$ cat config.mk
export PLATFORM = sky130hd
export DESIGN_NAME = i2c_crc_read_slave
export DESIGN_NICKNAME = d
export VERILOG_FILES = /design/src/rtl/crc_read_pkg.sv /design/src/rtl/crc_read_dp.sv /design/src/rtl/crc_read_ctl.sv /design/src/rtl/i2c_crc_read_slave.sv
export SDC_FILE = /design/constraint.sdc
export NUM_CORES = 1
export LEC_CHECK = 0
export BUFFER_PORTS_ARGS = -buffer_cell sky130_fd_sc_hd__clkbuf_2
export CORE_MARGIN = 4
export CORE_UTILIZATION = 40
export CTS_CLUSTER_SIZE = 28
export DETAILED_ROUTE_END_ITERATION = 10
export PLACE_DENSITY = 0.59
export REMOVE_ABC_BUFFERS = 1
export SKIP_LAST_GASP = 1
export SLEW_MARGIN = 20
export SYNTH_ARGS = -nofsm -noshare
export SYNTH_HDL_FRONTEND = slang
export SYNTH_HIERARCHICAL = 1
export SYNTH_SLANG_ARGS = --single-unit
$ cat constraint.sdc
create_clock -name clk -period 3 [get_ports clk]
set_input_delay 0.3 -clock clk [delete_from_list [all_inputs] [get_ports clk]]
set_output_delay 0.3 -clock clk [all_outputs]
set_load 0.005 [all_outputs]
$ cat src/rtl/crc_read_pkg.sv
package crc_read_pkg;
  localparam int BYTE_W     = 8;
  localparam int HDR_ADDR_W = 16;
  localparam int REG_ADDR_W = HDR_ADDR_W - 1;
  localparam int BIT_CNT_W  = $clog2(BYTE_W + 1);
  localparam logic [BYTE_W-1:0] CRC_POLY = 8'h07;

  typedef enum logic [2:0] {S_IDLE, S_RX, S_ACK, S_TX, S_TXACK} busState_t;
  typedef enum logic [2:0] {P_CTRL, P_ADDRH, P_ADDRL, P_CNT, P_HCRC, P_DATA, P_PCRC, P_DONE} phase_t;
  typedef enum logic [1:0] {A_RX, A_TX, A_IDLE} ackNext_t;

  typedef struct packed {
    logic clrBits;
    logic rxShiftEn;
    logic txShiftEn;
    logic ackDrive;
    logic txDrive;
    logic captAddrH;
    logic captAddrL;
    logic captCnt;
    logic crcClr;
    logic crcInitRx;
    logic crcFeedRx;
    logic rdReq;
    logic cntDec;
    logic loadCrc;
  } ctlStb_t;

  typedef struct packed {
    logic sclRise;
    logic sclFall;
    logic sclLvl;
    logic sdaLvl;
    logic startDet;
    logic stopDet;
    logic byteFull;
    logic bitLast;
    logic blk;
    logic cntLast;
    logic hdrCrcOk;
    logic [BYTE_W-1:0] rxByte;
  } dpSts_t;

  function automatic logic [BYTE_W-1:0] crc8Step(input logic [BYTE_W-1:0] crcIn,
                                                 input logic [BYTE_W-1:0] d);
    logic [BYTE_W-1:0] c;
    c = crcIn;
    for (int i = BYTE_W - 1; i >= 0; i--) begin
      if (c[BYTE_W-1] ^ d[i]) c = (c << 1) ^ CRC_POLY;
      else                    c = c << 1;
    end
    return c;
  endfunction
endpackage

$ cat src/rtl/crc_read_dp.sv
module crc_read_dp
  import crc_read_pkg::*;
#(
  parameter int SYNC_N = 2
) (
  input  logic                  clk,
  input  logic                  rstN,
  input  logic                  sclIn,
  input  logic                  sdaIn,
  input  ctlStb_t               stb,
  input  logic [BYTE_W-1:0]     regRdData,
  output dpSts_t                sts,
  output logic                  sdaOe,
  output logic [REG_ADDR_W-1:0] regRdAddr
);
  logic [SYNC_N-1:0] sclPipe, sdaPipe;
  logic sclQ, sdaQ, sclCur, sdaCur;
  logic [BYTE_W-1:0] rxShift, txShift, crc, cntRem;
  logic [BIT_CNT_W-1:0] bitCnt;
  logic [REG_ADDR_W-1:0] addr;
  logic blk, rdPend;

  assign sclCur = sclPipe[SYNC_N-1];
  assign sdaCur = sdaPipe[SYNC_N-1];

  // two-stage (or deeper) synchronisers, idle bus reads high
  always_ff @(posedge clk or negedge rstN) begin
    if (!rstN) begin
      sclPipe <= '1;
      sdaPipe <= '1;
      sclQ    <= 1'b1;
      sdaQ    <= 1'b1;
    end else begin
      sclPipe <= {sclPipe[SYNC_N-2:0], sclIn};
      sdaPipe <= {sdaPipe[SYNC_N-2:0], sdaIn};
      sclQ    <= sclCur;
      sdaQ    <= sdaCur;
    end
  end

  always_comb begin
    sts.sclRise  = sclCur & ~sclQ;
    sts.sclFall  = ~sclCur & sclQ;
    sts.sclLvl   = sclCur;
    sts.sdaLvl   = sdaCur;
    sts.startDet = sclCur & sclQ & sdaQ & ~sdaCur;
    sts.stopDet  = sclCur & sclQ & ~sdaQ & sdaCur;
    sts.byteFull = bitCnt == BIT_CNT_W'(BYTE_W);
    sts.bitLast  = bitCnt == BIT_CNT_W'(BYTE_W - 1);
    sts.blk      = blk;
    sts.cntLast  = cntRem == BYTE_W'(1);
    sts.hdrCrcOk = rxShift == crc;
    sts.rxByte   = rxShift;
  end

  // bit counter and shift registers
  always_ff @(posedge clk or negedge rstN) begin
    if (!rstN) begin
      bitCnt  <= '0;
      rxShift <= '0;
      txShift <= '1;
      rdPend  <= 1'b0;
    end else begin
      rdPend <= stb.rdReq;
      if (stb.clrBits) bitCnt <= '0;
      else if ((stb.rxShiftEn && sts.sclRise) || (stb.txShiftEn && sts.sclFall))
        bitCnt <= bitCnt + 1'b1;
      if (stb.rxShiftEn && sts.sclRise) rxShift <= {rxShift[BYTE_W-2:0], sdaCur};
      if (stb.loadCrc)                            txShift <= crc;
      else if (rdPend)                            txShift <= regRdData;
      else if (stb.txShiftEn && sts.sclFall)      txShift <= {txShift[BYTE_W-2:0], 1'b1};
    end
  end

  // shared CRC register: header first, payload after the read control byte
  always_ff @(posedge clk or negedge rstN) begin
    if (!rstN)               crc <= '0;
    else if (stb.crcClr)     crc <= '0;
    else if (stb.crcInitRx)  crc <= crc8Step('0, rxShift);
    else if (stb.crcFeedRx)  crc <= crc8Step(crc, rxShift);
    else if (rdPend)         crc <= crc8Step(crc, regRdData);
  end

  // address pointer, mode flag and remaining byte count
  always_ff @(posedge clk or negedge rstN) begin
    if (!rstN) begin
      addr   <= '0;
      blk    <= 1'b0;
      cntRem <= BYTE_W'(1);
    end else begin
      if (stb.captAddrH) begin
        blk                          <= rxShift[BYTE_W-1];
        addr[REG_ADDR_W-1:BYTE_W]    <= rxShift[REG_ADDR_W-BYTE_W-1:0];
      end
      if (stb.captAddrL) addr[BYTE_W-1:0] <= rxShift;
      if (stb.rdReq)     addr <= addr + 1'b1;
      if (stb.captAddrL)   cntRem <= BYTE_W'(1);
      else if (stb.captCnt) cntRem <= (rxShift == '0) ? BYTE_W'(1) : rxShift;
      else if (stb.cntDec)  cntRem <= cntRem - 1'b1;
    end
  end

  assign sdaOe     = stb.ackDrive | (stb.txDrive & ~txShift[BYTE_W-1]);
  assign regRdAddr = addr;
endmodule

$ cat src/rtl/crc_read_ctl.sv
module crc_read_ctl
  import crc_read_pkg::*;
#(
  parameter logic [6:0] DEV_ADDR = 7'h2C
) (
  input  logic    clk,
  input  logic    rstN,
  input  dpSts_t  sts,
  output ctlStb_t stb
);
  busState_t state, stateN;
  phase_t    phase, phaseN;
  ackNext_t  ackNext, ackNextN;
  logic hdrValid, hdrValidN, lockout, lockoutN, mAck, mAckN;

  always_ff @(posedge clk or negedge rstN) begin
    if (!rstN) begin
      state    <= S_IDLE;
      phase    <= P_CTRL;
      ackNext  <= A_IDLE;
      hdrValid <= 1'b0;
      lockout  <= 1'b0;
      mAck     <= 1'b0;
    end else begin
      state    <= stateN;
      phase    <= phaseN;
      ackNext  <= ackNextN;
      hdrValid <= hdrValidN;
      lockout  <= lockoutN;
      mAck     <= mAckN;
    end
  end

  always_comb begin
    stb       = '0;
    stateN    = state;
    phaseN    = phase;
    ackNextN  = ackNext;
    hdrValidN = hdrValid;
    lockoutN  = lockout;
    mAckN     = mAck;
    stb.rxShiftEn = state == S_RX;
    stb.txShiftEn = state == S_TX;
    stb.ackDrive  = state == S_ACK;
    stb.txDrive   = state == S_TX;

    if (sts.stopDet) begin
      stateN    = S_IDLE;
      lockoutN  = 1'b0;
      hdrValidN = 1'b0;
    end else if (sts.startDet) begin
      if (lockout) stateN = S_IDLE;
      else begin
        stateN      = S_RX;
        phaseN      = P_CTRL;
        stb.clrBits = 1'b1;
      end
    end else begin
      case (state)
        S_RX: if (sts.sclFall && sts.byteFull) begin
          stateN   = S_ACK;
          ackNextN = A_RX;
          case (phase)
            P_CTRL: begin
              if (sts.rxByte[7:1] != DEV_ADDR) stateN = S_IDLE;
              else if (!sts.rxByte[0]) begin
                stb.crcInitRx = 1'b1;
                hdrValidN     = 1'b0;
                phaseN        = P_ADDRH;
              end else if (hdrValid) begin
                stb.crcClr = 1'b1;
                stb.rdReq  = 1'b1;
                hdrValidN  = 1'b0;
                phaseN     = P_DATA;
                ackNextN   = A_TX;
              end else stateN = S_IDLE;
            end
            P_ADDRH: begin
              stb.captAddrH = 1'b1;
              stb.crcFeedRx = 1'b1;
              phaseN        = P_ADDRL;
            end
            P_ADDRL: begin
              stb.captAddrL = 1'b1;
              stb.crcFeedRx = 1'b1;
              phaseN        = sts.blk ? P_CNT : P_HCRC;
            end
            P_CNT: begin
              stb.captCnt = 1'b1;
              phaseN      = P_HCRC;
            end
            P_HCRC: begin
              if (sts.hdrCrcOk) begin
                hdrValidN = 1'b1;
                ackNextN  = A_IDLE;
              end else begin
                lockoutN = 1'b1;
                stateN   = S_IDLE;
              end
            end
            default: stateN = S_IDLE;
          endcase
        end
        S_ACK: if (sts.sclFall) begin
          stb.clrBits = 1'b1;
          case (ackNext)
            A_RX:    stateN = S_RX;
            A_TX:    stateN = S_TX;
            default: stateN = S_IDLE;
          endcase
        end
        S_TX: if (sts.sclFall && sts.bitLast) begin
          stateN = S_TXACK;
          if (phase == P_DATA) begin
            if (sts.cntLast) begin
              stb.loadCrc = 1'b1;
              phaseN      = P_PCRC;
            end else begin
              stb.rdReq  = 1'b1;
              stb.cntDec = 1'b1;
            end
          end else phaseN = P_DONE;
        end
        S_TXACK: begin
          if (sts.sclRise) mAckN = ~sts.sdaLvl;
          if (sts.sclFall) begin
            stb.clrBits = 1'b1;
            stateN      = (mAck && phase != P_DONE) ? S_TX : S_IDLE;
          end
        end
        default: ;
      endcase
    end
  end
endmodule

$ cat src/rtl/i2c_crc_read_slave.sv
module i2c_crc_read_slave
  import crc_read_pkg::*;
#(
  parameter logic [6:0] DEV_ADDR = 7'h2C,
  parameter int         SYNC_N   = 2
) (
  input  logic                  clk,
  input  logic                  rstN,
  input  logic                  sclIn,
  input  logic                  sdaIn,
  output logic                  sdaOut,
  output logic                  sdaOe,
  output logic                  regRdEn,
  output logic [REG_ADDR_W-1:0] regRdAddr,
  input  logic [BYTE_W-1:0]     regRdData
);
  ctlStb_t stb;
  dpSts_t  sts;

  crc_read_dp #(.SYNC_N(SYNC_N)) u_dp (
    .clk(clk), .rstN(rstN), .sclIn(sclIn), .sdaIn(sdaIn), .stb(stb),
    .regRdData(regRdData), .sts(sts), .sdaOe(sdaOe), .regRdAddr(regRdAddr)
  );

  crc_read_ctl #(.DEV_ADDR(DEV_ADDR)) u_ctl (
    .clk(clk), .rstN(rstN), .sts(sts), .stb(stb)
  );

  assign regRdEn = stb.rdReq;
  assign sdaOut  = 1'b0;
endmodule

==> summary.md <==
| Metric | Value |
|---|---|
| IO buf count | 28 |
| First-pass GRT wire length | 18900 um |
| GP Congestion | 0.861 |
| Max Clk Rate | 373 MHz |
| Die area | 13800 um2 |
| Clock transition at path regs | 60 ps |
| Via count | 3701 |
| Core ar. | 11600 um2 |
| CTS root buf | clkbuf_16 |
| Drt drc | 0 |
| Reg-to-reg endpoint | u_dp/cntRem[3]$_DFFE_PN0P_ |
| Critical path required time | 3230 ps |
| # clock sinks | 70 |
| Worst Setup EP | u_dp/cntRem[3]$_DFFE_PN0P_ |
| Reg2reg start | u_dp/cntRem[4]$_DFFE_PN0P_ |
| Most frequent cells in the layout | dfrtp_1, nand2_1, xnor2_1 |
| Via-to-Cell Ratio | 5.41 |
| Worst Setup End Kind | register |
| Clock Skews | 7.04 ps |
| Setup WS pre-CTS | 339 ps |
| Worst Path Arrival | 2910 ps |
| Cts repair resizes | 0 |
| PD cells | 410 nW/um2 |
| Share of layout cells above drive strength 1 | 21.1% |
| Mean Syn Cell Area | 9.45 um2 |
| Drt total wl | 10800 um |
| Design area | 5410 um2 |
| Hold_ws | 45.8 ps |
| Global Route Usage Sum | 16.7% |
| # rows | 39 |
| # diodes | 0 |
| Hold Path Class | in -> async |
| Status | complete, no violations |
| Dpl hpwl | 8020 um |
| Number of CTS-inserted buffers | 9 |
| CTS tree | done |
| Slack of the worst reg-to-reg path | 320 ps |
| Unrepaired setup endpoints after global routing | no |
| Max-slew violation count | 0 |
| Setup TNS | 0 ps |
| Antenna-violating nets left | 0 |
| Clk buf depth | 2 |
| Placed Instance Area | 5130 um2 |
| Placed Cells | 668 |
| Yosys warns | 6 |
| Die width | 118 um |
| Worst-margin pin slew | 812 ps |
| Tot Pwr | 2.21 mW |
| Setup ws final | 320 ps |
| Post-cts hold buffer count | 0 |
| Largest net degree at the start of global routing | 37 |
| Nets | 559 |
| LEAKAGE | 2.37 nW |
| Synth-to-Final Area Change | 12.4% |
| Grt ovf | 0 |
| Avg WL per Cell | 15.9 um |
| Antenna violations before repair | 0 |
| Slew Limit Headroom | 45.9% |
| 1st-iter DRT viols | 294 |
| Post-CTS setup buffers | 0 |
| Crit Path Max Fanout | 6 |
| Final setup violation count | 0 |
| Period utilization | 89.3% |
| Utilization after layout | 46.6% |
| Post-route insts no fill | 684 |
| CP startpoint | u_dp/cntRem[4]$_DFFE_PN0P_ |
| Top Ports | 30 |
| Reg2reg path depth | 7 |
| First-pass DRT Iterations | 4 |
| Worst-Skew Late Latency | 340 ps |
| Minimum clock period | 2680 ps |
| Post-Syn Instances | 509 |
| Die Y-Extent | 118 um |
| Endpoints failing hold | 0 |
| Fill cell count | 1147 |
| Critical Path Start Type | register |
| Mapped Area | 4810 um2 |
| Commonest non-fill, non-tap cell in the layout | dfrtp_1 |
| H-tree lvl count | 3 |
| WS Path Type | reg -> reg |
| VDD IR max | 0.000297 V |
| Max Cap Viol | 0 |
| Initial core utilization | 41.4% |
| Vias in the first global route | 3645 |
worst min-delay path by stage:
stage | start | end
after floorplan | rstN | u_ctl/ackNext[0]$_DFFE_PN0P_
after global placement | u_dp/sdaPipe[0]$_DFF_PN1_ | u_dp/sdaPipe[1]$_DFF_PN1_
after detailed placement | u_dp/sdaPipe[0]$_DFF_PN1_ | u_dp/sdaPipe[1]$_DFF_PN1_
after CTS | sclIn | u_dp/sclPipe[0]$_DFF_PN1_
after global routing | sclIn | u_dp/sclPipe[0]$_DFF_PN1_
final | rstN | u_dp/regRdAddr[14]$_DFFE_PN0P_
critical path, cell delays in order, from the launching register on:
cell     delay (ps)
dfrtp_1         420
or4_1           590
nor4b_1         450
buf_4           220
nor3_1          110
nor3_1          420
nor2_1          140
a22o_1          210
cell type report:
class	instances	area, um2	area share, %
timing repair buffer	53	340	6.29
tap	143	179	3.31
clock inverter	1	5.00	0.0926
multi-input combinational	380	2760	51.0
clock buffer	15	268	4.95
inverter	22	83.8	1.55
sequential	70	1770	32.8
metal layers:
metal  routed length [um]  global-route usage [%]  vias up
li1                     -                       -     1817
met1                 5260                    23.0     1792
met2                 4990                    25.9       77
met3                  418                    3.75       15
met4                  168                    5.64        0
met5                    0                       0        -
flip-flops by register name, indices dropped and copies added, names as in the netlist:
register and count:
u_dp/sclQ 1, u_dp/bitCnt 4, u_dp/rdPend 1, u_ctl/ackNext 2, u_dp/rxShift 8, u_dp/blk 1, u_dp/sclPipe 2, u_dp/sdaQ 1
u_dp/crc 8, u_ctl/hdrValid 1, u_ctl/mAck 1, u_dp/sdaPipe 2, u_ctl/lockout 1, u_ctl/state 3, u_dp/txShift 8, u_dp/cntRem 8
u_ctl/phase 3, u_dp/regRdAddr 15
power by group:
part | leakage, nW | internal, mW | switching, mW
Combinational | 1.35 | 0.110 | 0.121
Sequential | 0.893 | 0.966 | 0.0311
Clock | 0.134 | 0.604 | 0.382
(Power assumes the default switching activity.)
